<file path="config.mk">
export PLATFORM = sky130hd
export DESIGN_NAME = alu8_core
export DESIGN_NICKNAME = d
export VERILOG_FILES = /design/src/rtl/alu8_pkg.sv /design/src/rtl/alu8_ctrl.sv /design/src/rtl/alu8_datapath.sv /design/src/rtl/alu8_core.sv
export SDC_FILE = /design/constraint.sdc
export NUM_CORES = 1
export LEC_CHECK = 0
export BUFFER_PORTS_ARGS = -buffer_cell sky130_fd_sc_hd__buf_2
export CAP_MARGIN = 20
export CORE_AREA = 2 2 61 63
export DETAILED_ROUTE_END_ITERATION = 16
export DIE_AREA = 0 0 63 65
export GPL_TIMING_DRIVEN = 0
export PLACE_DENSITY = 0.83
export SLEW_MARGIN = 20
export SYNTH_ARGS = -nofsm -noshare
export SYNTH_HDL_FRONTEND = slang
export SYNTH_SLANG_ARGS = --single-unit
</file>
<file path="constraint.sdc">
create_clock -name vclk -period 5.3
set_input_delay 0.53 -clock vclk [all_inputs]
set_output_delay 0.53 -clock vclk [all_outputs]
set_load 0.005 [all_outputs]
</file>
<file path="src/rtl/alu8_pkg.sv">
package alu8_pkg;

  localparam int FLAG_W = 8;
  localparam int FLAG_C = 0;
  localparam int FLAG_Z = 1;
  localparam int FLAG_B = 4;
  localparam int FLAG_U = 5;
  localparam int FLAG_V = 6;
  localparam int FLAG_N = 7;

  typedef enum logic [3:0] {
    OP_ADD  = 4'd0,
    OP_SUB  = 4'd1,
    OP_CMP  = 4'd2,
    OP_AND  = 4'd3,
    OP_OR   = 4'd4,
    OP_XOR  = 4'd5,
    OP_TEST = 4'd6,
    OP_SHL  = 4'd7,
    OP_SHR  = 4'd8,
    OP_ROL  = 4'd9,
    OP_ROR  = 4'd10,
    OP_INC  = 4'd11,
    OP_DEC  = 4'd12,
    OP_PLF  = 4'd13,
    OP_RSV0 = 4'd14,
    OP_RSV1 = 4'd15
  } aluOp_e;

  typedef enum logic [1:0] {ADDB_PLAIN, ADDB_INVERT, ADDB_ONE, ADDB_ONES} addSrc_e;
  typedef enum logic [1:0] {CIN_PORT, CIN_ZERO, CIN_ONE} cinSel_e;
  typedef enum logic [2:0] {RES_SUM, RES_AND, RES_OR, RES_XOR, RES_SHL, RES_SHR, RES_PASS} resSel_e;
  typedef enum logic [1:0] {CSEL_KEEP, CSEL_ADDER, CSEL_MSB, CSEL_LSB} carrySel_e;
  typedef enum logic [1:0] {VSEL_KEEP, VSEL_ADDER, VSEL_OPB} ovfSel_e;
  typedef enum logic [1:0] {ZN_KEEP, ZN_RESULT, ZN_TEST} znSel_e;

  typedef struct packed {
    addSrc_e   addSrc;
    cinSel_e   cinSel;
    resSel_e   resSel;
    logic      rotate;
    carrySel_e carrySel;
    ovfSel_e   ovfSel;
    znSel_e    znSel;
    logic      flagLoad;
    logic      writeBack;
  } aluStrobes_t;

endpackage

</file>
<file path="src/rtl/alu8_ctrl.sv">
module alu8_ctrl
  import alu8_pkg::*;
(
  input  logic [3:0]  opCode,
  output aluStrobes_t strobes
);

  aluOp_e opDec;
  assign opDec = aluOp_e'(opCode);

  always_comb begin
    strobes.addSrc    = ADDB_PLAIN;
    strobes.cinSel    = CIN_ZERO;
    strobes.resSel    = RES_PASS;
    strobes.rotate    = 1'b0;
    strobes.carrySel  = CSEL_KEEP;
    strobes.ovfSel    = VSEL_KEEP;
    strobes.znSel     = ZN_KEEP;
    strobes.flagLoad  = 1'b0;
    strobes.writeBack = 1'b0;
    unique case (opDec)
      OP_ADD: begin
        strobes.cinSel    = CIN_PORT;
        strobes.resSel    = RES_SUM;
        strobes.carrySel  = CSEL_ADDER;
        strobes.ovfSel    = VSEL_ADDER;
        strobes.znSel     = ZN_RESULT;
        strobes.writeBack = 1'b1;
      end
      OP_SUB: begin
        strobes.addSrc    = ADDB_INVERT;
        strobes.cinSel    = CIN_PORT;
        strobes.resSel    = RES_SUM;
        strobes.carrySel  = CSEL_ADDER;
        strobes.ovfSel    = VSEL_ADDER;
        strobes.znSel     = ZN_RESULT;
        strobes.writeBack = 1'b1;
      end
      OP_CMP: begin
        strobes.addSrc   = ADDB_INVERT;
        strobes.cinSel   = CIN_ONE;
        strobes.resSel   = RES_SUM;
        strobes.carrySel = CSEL_ADDER;
        strobes.znSel    = ZN_RESULT;
      end
      OP_AND, OP_OR, OP_XOR: begin
        strobes.resSel    = (opDec == OP_AND) ? RES_AND :
                            (opDec == OP_OR)  ? RES_OR  : RES_XOR;
        strobes.znSel     = ZN_RESULT;
        strobes.writeBack = 1'b1;
      end
      OP_TEST: begin
        strobes.resSel = RES_AND;
        strobes.ovfSel = VSEL_OPB;
        strobes.znSel  = ZN_TEST;
      end
      OP_SHL, OP_ROL: begin
        strobes.resSel    = RES_SHL;
        strobes.rotate    = (opDec == OP_ROL);
        strobes.carrySel  = CSEL_MSB;
        strobes.znSel     = ZN_RESULT;
        strobes.writeBack = 1'b1;
      end
      OP_SHR, OP_ROR: begin
        strobes.resSel    = RES_SHR;
        strobes.rotate    = (opDec == OP_ROR);
        strobes.carrySel  = CSEL_LSB;
        strobes.znSel     = ZN_RESULT;
        strobes.writeBack = 1'b1;
      end
      OP_INC, OP_DEC: begin
        strobes.addSrc    = (opDec == OP_INC) ? ADDB_ONE : ADDB_ONES;
        strobes.resSel    = RES_SUM;
        strobes.znSel     = ZN_RESULT;
        strobes.writeBack = 1'b1;
      end
      OP_PLF: begin
        strobes.flagLoad = 1'b1;
      end
      default: begin
      end
    endcase
  end

endmodule

</file>
<file path="src/rtl/alu8_datapath.sv">
module alu8_datapath
  import alu8_pkg::*;
#(
  parameter int DATA_W = 8
) (
  input  aluStrobes_t       strobes,
  input  logic [DATA_W-1:0] operandA,
  input  logic [DATA_W-1:0] operandB,
  input  logic              carryIn,
  input  logic [FLAG_W-1:0] flagsIn,
  output logic [DATA_W-1:0] result,
  output logic [FLAG_W-1:0] flagsOut
);

  localparam int MSB = DATA_W - 1;

  logic [DATA_W-1:0] addOperand;
  logic              cinBit;
  logic [DATA_W:0]   sumWide;
  logic              shiftIn;
  logic [DATA_W-1:0] shlVal;
  logic [DATA_W-1:0] shrVal;
  logic [DATA_W-1:0] andVal;
  logic              adderOvf;

  always_comb begin
    unique case (strobes.addSrc)
      ADDB_PLAIN:  addOperand = operandB;
      ADDB_INVERT: addOperand = ~operandB;
      ADDB_ONE:    addOperand = {{(DATA_W-1){1'b0}}, 1'b1};
      default:     addOperand = {DATA_W{1'b1}};
    endcase
  end

  always_comb begin
    unique case (strobes.cinSel)
      CIN_PORT: cinBit = carryIn;
      CIN_ONE:  cinBit = 1'b1;
      default:  cinBit = 1'b0;
    endcase
  end

  assign sumWide  = {1'b0, operandA} + {1'b0, addOperand} + {{DATA_W{1'b0}}, cinBit};
  assign adderOvf = (operandA[MSB] == addOperand[MSB]) && (sumWide[MSB] != operandA[MSB]);

  assign shiftIn = strobes.rotate & carryIn;
  assign shlVal  = {operandA[MSB-1:0], shiftIn};
  assign shrVal  = {shiftIn, operandA[MSB:1]};
  assign andVal  = operandA & operandB;

  always_comb begin
    unique case (strobes.resSel)
      RES_SUM: result = sumWide[MSB:0];
      RES_AND: result = andVal;
      RES_OR:  result = operandA | operandB;
      RES_XOR: result = operandA ^ operandB;
      RES_SHL: result = shlVal;
      RES_SHR: result = shrVal;
      default: result = operandA;
    endcase
  end

  always_comb begin
    flagsOut = flagsIn;
    unique case (strobes.carrySel)
      CSEL_ADDER: flagsOut[FLAG_C] = sumWide[DATA_W];
      CSEL_MSB:   flagsOut[FLAG_C] = operandA[MSB];
      CSEL_LSB:   flagsOut[FLAG_C] = operandA[0];
      default:    flagsOut[FLAG_C] = flagsIn[FLAG_C];
    endcase
    unique case (strobes.ovfSel)
      VSEL_ADDER: flagsOut[FLAG_V] = adderOvf;
      VSEL_OPB:   flagsOut[FLAG_V] = operandB[MSB-1];
      default:    flagsOut[FLAG_V] = flagsIn[FLAG_V];
    endcase
    unique case (strobes.znSel)
      ZN_RESULT: begin
        flagsOut[FLAG_Z] = (result == '0);
        flagsOut[FLAG_N] = result[MSB];
      end
      ZN_TEST: begin
        flagsOut[FLAG_Z] = (andVal == '0);
        flagsOut[FLAG_N] = operandB[MSB];
      end
      default: begin
        flagsOut[FLAG_Z] = flagsIn[FLAG_Z];
        flagsOut[FLAG_N] = flagsIn[FLAG_N];
      end
    endcase
    if (strobes.flagLoad) begin
      flagsOut         = operandB[FLAG_W-1:0];
      flagsOut[FLAG_U] = 1'b1;
      flagsOut[FLAG_B] = 1'b0;
    end
  end

endmodule

</file>
<file path="src/rtl/alu8_core.sv">
module alu8_core
  import alu8_pkg::*;
#(
  parameter int DATA_W = 8
) (
  input  logic [3:0]        opCode,
  input  logic [DATA_W-1:0] operandA,
  input  logic [DATA_W-1:0] operandB,
  input  logic              carryIn,
  input  logic [7:0]        flagsIn,
  output logic [DATA_W-1:0] result,
  output logic [7:0]        flagsOut,
  output logic              writeBack
);

  aluStrobes_t strobes;

  alu8_ctrl u_ctrl (
    .opCode  (opCode),
    .strobes (strobes)
  );

  alu8_datapath #(.DATA_W(DATA_W)) u_dp (
    .strobes  (strobes),
    .operandA (operandA),
    .operandB (operandB),
    .carryIn  (carryIn),
    .flagsIn  (flagsIn),
    .result   (result),
    .flagsOut (flagsOut)
  );

  assign writeBack = strobes.writeBack;

endmodule

</file>
Word-level counts from Yosys, hierarchy flattened
Cells that the tools add are included.
{"block": "totals", "ff_bits": 0, "elab_cells": 74, "input_bits": 29}
{"block": "classes", "mux": 20, "reduce_logical": 17, "n_bitwise": 5, "eq_ne": 30, "n_addsub": 2}
{"operator": "case mux 8 bit (6 select lines)", "count": 1}
{"operator": "equality test 4 bit, second input constant", "count": 6}
{"operator": "case mux 8 bit (3 select lines)", "count": 1}
{"operator": "equality test 4 x 3 -> 1 bit, second input constant", "count": 4}
{"operator": "logical NOT 8 bit", "count": 2}
{"operator": "case mux 2 bit (2 select lines)", "count": 4}
{"operator": "case mux 3 bit (5 select lines)", "count": 1}
{"operator": "equality test 2 bit, second input constant", "count": 6}
{"operator": "OR reduction 12 bit", "count": 1}
{"operator": "OR reduction 11 bit", "count": 1}
{"operator": "case mux 1 bit (2 select lines)", "count": 5}
{"operator": "OR reduction 2 bit", "count": 5}
{"operator": "adder 8 x 8 -> 9 bit", "count": 1}
{"operator": "adder 9 x 1 -> 9 bit", "count": 1}
{"operator": "bitwise AND 8 bit", "count": 1}
{"operator": "equality test 2 x 1 -> 1 bit, second input constant", "count": 4}
{"operator": "equality test 4 x 2 -> 1 bit, second input constant", "count": 2}
{"operator": "two-way mux 8 bit", "count": 1}
{"operator": "NOT 8 bit", "count": 1}
{"operator": "bitwise OR 8 bit", "count": 1}
{"operator": "bitwise XOR 8 bit", "count": 1}
{"operator": "equality test 3 x 2 -> 1 bit, second input constant", "count": 2}
{"operator": "equality test 3 bit, second input constant", "count": 2}
{"operator": "case mux 2 bit (3 select lines)", "count": 1}
{"operator": "other kinds (14)", "count": 19}

Longest topological paths before layout
Gate-level depths: netlist (run 1).
{"block": "logic_depth", "depth_word": 11, "depth_mapped": 16, "depth_no_buf": 14}

Cells and area by module
From an unflattened synthesis (run 1), not the netlist that was laid out.
{"block": "unflattened", "cells_unflattened": 236, "hier_area_um2": 1754.2}
{"mod": "alu8_datapath", "seq_area_each_um2": 0.0, "n_inst": 1, "area_each_um2": 1458.9, "cells_each": 200}
{"mod": "alu8_ctrl", "seq_area_each_um2": 0.0, "n_inst": 1, "area_each_um2": 295.3, "cells_each": 36}

Worst setup path before layout (run 1)
Ideal clock, no wire load.
{"block": "synth_timing", "path_kind": "input to output", "startpoint": "input port opCode[0]", "endpoint": "output port flagsOut[1]", "path_stages": 16, "required_time_ns": 4.770, "t_arrival_ns": 3.980, "slack_ns": 0.790, "cell_sequence": "buf_6 buf_4 buf_2 buf_1 nand2_1 a21oi_1 o21ai_0 nand2_1 o211ai_1 ha_1 a211oi_1 o21bai_1 nor3b_1 or4_1 or4_1 o41ai_2"}
{"block": "synth_via", "elab_chain_len": 11, "elab_cells_between_ends": 53, "cone_classes": "add/sub (2); eq/ne (23); mux (14); bitwise (1); reduce/logical (13)"}
{"item": "start, declared", "line": "alu8_core.sv:6", "rtl": "input logic [3:0] opCode,"}
{"item": "equality test 4 bit (tied with other cells)", "line": "alu8_ctrl.sv:21, alu8_ctrl.sv:72"}
{"item": "two-way mux 1 bit or OR reduction 2 bit (tied branches)"}
{"item": "case mux 2 bit (2 select lines)", "line": "alu8_ctrl.sv:21", "rtl": "unique case (opDec)"}
{"item": "equality test 2 bit (tied with other cells)", "line": "alu8_datapath.sv:27", "rtl": "unique case (strobes.addSrc)"}
{"item": "case mux 8 bit (3 select lines)", "line": "alu8_datapath.sv:27"}
{"item": "adder 8 x 8 -> 9 bit", "line": "alu8_datapath.sv:43", "rtl": "assign sumWide = {1'b0, operandA} + {1'b0, addOperand} + {{DATA_W{1'b0}}, cinBit};"}
{"item": "adder 9 x 1 -> 9 bit", "line": "alu8_datapath.sv:43"}
{"item": "case mux 8 bit (6 select lines)", "line": "alu8_datapath.sv:52", "rtl": "unique case (strobes.resSel)"}
{"item": "logical NOT 8 bit", "line": "alu8_datapath.sv:78", "rtl": "flagsOut[FLAG_Z] = (result == '0);"}
{"item": "case mux 1 bit (2 select lines)", "line": "alu8_datapath.sv:76", "rtl": "unique case (strobes.znSel)"}
{"item": "two-way mux 8 bit *", "line": "alu8_datapath.sv:90", "rtl": "if (strobes.flagLoad) begin"}
{"item": "end, declared", "line": "alu8_core.sv:12", "rtl": "output logic [7:0] flagsOut,"}
Every way passes the cells marked *; elsewhere a longest branch is shown, timed or not.

Worst setup path in the final report (run 1)
{"block": "layout_timing", "startpoint": "input port opCode[1]", "endpoint": "output port flagsOut[1]"}
The elaborated chain is that of the path after synthesis.

==> results of run 1 <==
[power by group]
group | internal [uW] | switching (uW)
sequential | 0 | 0
clock | 0 | 0
combinational | 97.0 | 131
total | 97.0 | 131
[cell usage after synthesis (2+ instances only)]
cell type	instances	area, sq um
ha_1	27	337.8
buf_6	5	56.30
nor2b_1	6	37.54
nor2_1	15	56.30
a31oi_1	3	18.77
nand4_1	2	12.51
xor2_1	2	17.52
a32o_1	2	20.02
nand3_1	5	25.02
and3_1	3	18.77
a22oi_1	6	45.04
and2_1	5	31.28
a211oi_1	3	22.52
o21ai_0	32	160.2
buf_2	3	15.01
o211ai_1	9	67.56
a21o_1	2	15.01
a32oi_1	5	43.79
nor3_1	4	20.02
o211a_1	3	30.03
buf_4	2	15.01
inv_1	29	108.9
xnor2_1	4	35.03
nor4_1	3	18.77
a21oi_1	14	70.07
o221ai_1	4	35.03
mux2i_1	3	30.03
nand3b_1	2	15.01
clkbuf_1	9	33.78
or4_1	2	15.01
nand2b_1	10	62.56
fa_1	2	40.04
o22ai_1	3	18.77
o21bai_1	3	22.52
a211o_1	2	17.52
a222oi_1	2	20.02
nand2_1	21	78.83
nor3b_1	3	22.52
[area by class of cell]
class | instances | area [sq um] | area share [%]
Buffer | 17 | 118.9 | 5.395
Inverter | 29 | 108.9 | 4.940
Multi-Input combinational cell | 233 | 1700 | 77.17
Tap cell | 48 | 60.06 | 2.726
Timing Repair Buffer | 43 | 215.2 | 9.767
[kinds of logic after synthesis]
| family | Yosys count |
|---|---|
| compound gates | 102 |
| xor+xnor | 6 |
| fa+ha+maj | 29 |
| buf+inv | 49 |
| mux | 4 |
| simple gates | 92 |
[how the worst max path moves through the flow]
stage               startpoint     endpoint  slack [ps]  depth (start not counted)
detailed placement   opCode[3]  flagsOut[1]        -210                         16
global route         opCode[0]  flagsOut[1]          10                         16
CTS                  opCode[3]  flagsOut[1]          70                         16
finish               opCode[1]  flagsOut[1]         310                         17
global placement     opCode[3]  flagsOut[1]        -150                         17
floorplan            opCode[0]  flagsOut[1]         790                         16
[metal layers]
metal,GRT usage (%),vias to the layer above
met5,0,-
met4,1.944,0
met3,2.083,4
met2,57.05,103
met1,41.74,1108
li1,-,1128
[repair_timing]
item                                    4_1_cts  5_1_grt
endpoints found under the hold margin         0        0
setup buffers                                 0        0
endpoints found under the setup margin        1        1
hold buffers                                  0        0
resized for setup                             3        6
[cells in the final DEF, fill, tap and decap left out, types with 4 or more instances in the layout]
master and instances:
a21oi_1 14, a22oi_1 6, a32oi_1 5, and2_1 5, buf_2 47, buf_6 5
clkbuf_2 4, ha_1 27, inv_1 29, nand2_1 21, nand2b_1 10, nand3_1 5
nor2_1 15, nor2b_1 6, nor3_1 4, o211ai_1 9, o21ai_0 32, o221ai_1 4
xnor2_1 4
[worst min-delay path, cell delays in order]
cell,delay [ps]
buf_2,70
nand2b_1,80
buf_2,100
[metrics by stage]
stage,setup TNS (ps),worst slack [ps]
CTS,0,72.98
global placement,-152.2,-152.2
global route,0,13.03
floorplan,0,789.7
finish,0,312.4
detailed placement,-211.3,-211.3
==> results.toml, run 1 <==
[grt]
grt_max_degree = 20
grt_overflow = 0
grt_pass1_wl_mm = 10.32
antenna_found_initial = 0
grt_usage_pct = 31.19
grt_pass1_vias = 2152

[floorplanning]
io_pins = 46
die-area_sq_um = 4095
coreArea_sq_um = 3496
die_h_microns = 65
initial_core_util_pct = 55.15
die_width_microns = 63
rows = 22

[logic_synthesis]
synthCells = 282
syn-cell-area_sq_um = 1928
synthMuxAreaShare_pct = 2.141
synth_area_per_cell_sq_um = 6.837
synth_compound_area_share_pct = 36.28
synthDistinctLibCells = 60
seq_area_frac_synth_pct = 0
synth_fa_ha_area_share_pct = 19.60
synthesis.nets = 340
yosys.area_share.simple_pct = 27.19
ys_warn_count = 0
synth_xor_area_share_pct = 2.726
synth_top_family_by_area = "compound AO/OA/AOI/OAI gates"

[final_layout]
finalNonFillerCells = 370
ff_latch_area_sq_um = 0
drive_above_1_share_pct = 20.19
syn2layout_area_growth_pct = 14.28
final_util_pct = 63.03
fillers = 373
diodes = 0
postLayoutCellArea_sq_um = 2203
seq_cells = 0
clock_buffer_count = 0
num-nets-final = 382

[place]
place.gp.congestion = 0.9860
dp_hpwl_mm = 5.180
port_buffers = 43
dp_cells = 373
place_area_sq_um = 2203

[detailed_routing]
drt_wl_total_mm = 6.331
wl_met1_mm = 2.718
drc = 0
dr_wl_met3_microns = 484
via_per_inst = 6.332
drt_pass1_iterations = 5
top_layer = "met4"
drtIter0Drc = 180
ant_nets = 0
vias = 2343
wl_met2_mm = 3.085
wl_per_cell_microns = 17.11

[setup_path]
crit_fanout = 10
slowest_delay_ps = 570
cp_slowest_cell = "or4_1"
worstSetupEndpointType = "primary output"
start_kind = "input port"
cp_cell_sequence = "buf_6, buf_2, and2_1, clkbuf_1, nor2_1, nand2_1, a22oi_1, o21ai_0, fa_1, fa_1, nand3_1, nand2_1, xor2_1, a211o_1, or4_1, o41ai_2, buf_2"
critPathTopFamily = "simple AND/OR/NAND/NOR gates"
required_ps = 4770
cp_num_buf_inv = 4
cp_data_arrival_time_ps = 4460
critPathKind = "input port to primary output"

[timing]
fmax_mhz = 200.5
hold_ws_ps = 1317
slew_headroom_pct = 43.88
finalMaxSlewViolations = 0
worst_slew_pin_slew_ps = 833.0
finalCritPeriodShare_pct = 94.11
setup_viol = 0
period_minus_slack_ps = 4988
hold_viol_final = 0
rsz0062_at_grt = "false"

[status]
status = "completed"

[worst_hold_path]
hold_path_startpoint = "flagsIn[5]"
hold_path_depth = 3
min_to = "flagsOut[5]"
hp-class = "input port to primary output"

[run]
drv_cap = 0

[power]
leakage_uw = 0.001081
power.density_nw_per_um2 = 103.4
p_total_uw = 227.9
vdd_drop_max_mv = 0.06130
Note: power is estimated with default switching activity, not from simulation.
==> run 2, diff against run 1 <==
- PLACE_DENSITY: 0.83 -> default
- PLACE_DENSITY_LB_ADDON: default -> 0.25
==> run 2 against run 1 <==
  * Cell count down 0.27%
  * Wire length down 0.76%
  * Total power up 0.28%
  * Setup slack worse by 98 ps
  * Combinational power about the same
  * Worst hold slack worse by 9.9 ps
  * Largest cell class unchanged
  * Critical path depth unchanged
  * Maximum frequency down 1.9%
  * Global-route usage down 0.14 points
  * Non-clock buffer count down 1
  * Flip-flop and latch count unchanged
  * Highest routed layer unchanged
  * Critical path type unchanged
==> results.toml, run 2 (same netlist as run 1, synthesis figures left out) <==
[status]
status = "completed"

[timing]
hold_viol_final = 0
fmax_mhz = 196.6
rsz0062_at_grt = "false"
finalCritPeriodShare_pct = 95.96
finalMaxSlewViolations = 0
slew_headroom_pct = 45.64
fin_ws_ps = 214.0
period_minus_slack_ps = 5086
worst_slew_pin_slew_ps = 806.8
setup_viol = 0

[final_layout]
diodes = 0
clock_buffer_count = 0
syn2layout_area_growth_pct = 13.95
seq_cells = 0
num-nets-final = 381
postLayoutCellArea_sq_um = 2197
final_util_pct = 62.85
final_common_cell = "buf_2"
final_cell_mix = "buf_2 (46), o21ai_0 (31), inv_1 (29)"
drive_above_1_share_pct = 19.63
ff_latch_area_sq_um = 0

[setup_path]
cp_data_arrival_time_ps = 4560
crit_fanout = 19
critPathKind = "input port to primary output"
worstSetupEndpointType = "primary output"
startpoint = "opCode[1]"
required_ps = 4770
start_kind = "input port"

[power]
leakage_uw = 0.001074
vdd_drop_max_mv = 0.05985
power.density_nw_per_um2 = 104.0

[floorplanning]
initial_core_util_pct = 55.15
die-area_sq_um = 4095
coreArea_sq_um = 3496
io_pins = 46
die_width_microns = 63
rows = 22
die_h_microns = 65

[detailed_routing]
drt_pass1_iterations = 5
drc = 0
wl_per_cell_microns = 17.03
dr_wl_met3_microns = 534
via_per_inst = 6.317
ant_nets = 0
top_layer = "met4"
wl_met2_mm = 2.925
drt_wl_total_mm = 6.283
vias = 2331
wl_met1_mm = 2.683
drtIter0Drc = 274

[grt]
grt_max_degree = 20
grt_pass1_vias = 2074
grt_overflow = 0
grt_usage_pct = 31.05
grt_pass1_wl_mm = 10.21
antenna_found_initial = 0

[place]
post-place-ws_ps = -210.8
port_buffers = 43
dp_hpwl_mm = 5.209
place_area_sq_um = 2203
place.gp.congestion = 1.002

[worst_hold_path]
min_to = "flagsOut[5]"
hp-class = "input port to primary output"
hold_path_startpoint = "flagsIn[5]"
hold_path_depth = 3

[clock_tree]
hold_buffers = 0

[run]
drv_cap = 0
## run 2: through the flow
step	setup TNS [ps]	hold slack, ps	std cells	power [uW]
detailed placement	-210.8	1311	373	223.7
global route	0	1348	369	252.7
CTS	0	1311	372	226.1
global placement	-198.2	1307	373	219.8
finish	0	1307	369	228.5
floorplan	0	1151	282	148.2
## run 2: how the worst max path moves through the flow
stage / endpoint / slack [ps] / cells past startpoint
after floorplan: flagsOut[1] / 790 / 16
after CTS: flagsOut[1] / 110 / 15
after global routing: flagsOut[1] / 60 / 16
after detailed placement: flagsOut[1] / -210 / 16
final: flagsOut[1] / 210 / 17
after global placement: flagsOut[1] / -200 / 16
## run 2: routing by layer
metal,global-route usage [%],vias to the layer above
met1,42.41,1076
met3,3.472,16
li1,-,1130
met4,6.944,0
met2,52.26,109
met5,0,-
## run 2: power by group
group	leakage, uW	internal (uW)	switching [uW]	total [uW]
Sequential	0	0	0	0
Clock	0	0	0	0
Combinational	0.00107	96.6	132	229
Total	0.00107	96.6	132	229
## run 2: cell type report
type                       count  area, sq um
buffer                        16        112.6
fill                         371         1299
inverter                      29        108.9
multi-input combinational    233         1700
tap                           48        60.06
timing repair buffer          43        215.2
## run 2: critical path: stages
cell and delay (ps):
buf_6 110, buf_2 220, and2_1 170, clkbuf_1 180, nor2_1 170, nand2_1 170
a22oi_1 220, o21ai_0 160, fa_1 500, fa_1 430, nand3_1 80, nand2_1 90
xor2_1 170, a211o_1 310, or4_1 570, o41ai_2 280, buf_2 180
## run 2: timing repair
item,CTS,global route
resized for setup,4,1
setup endpoints to repair,1,1
pin swaps,0,0
setup buffers,0,0
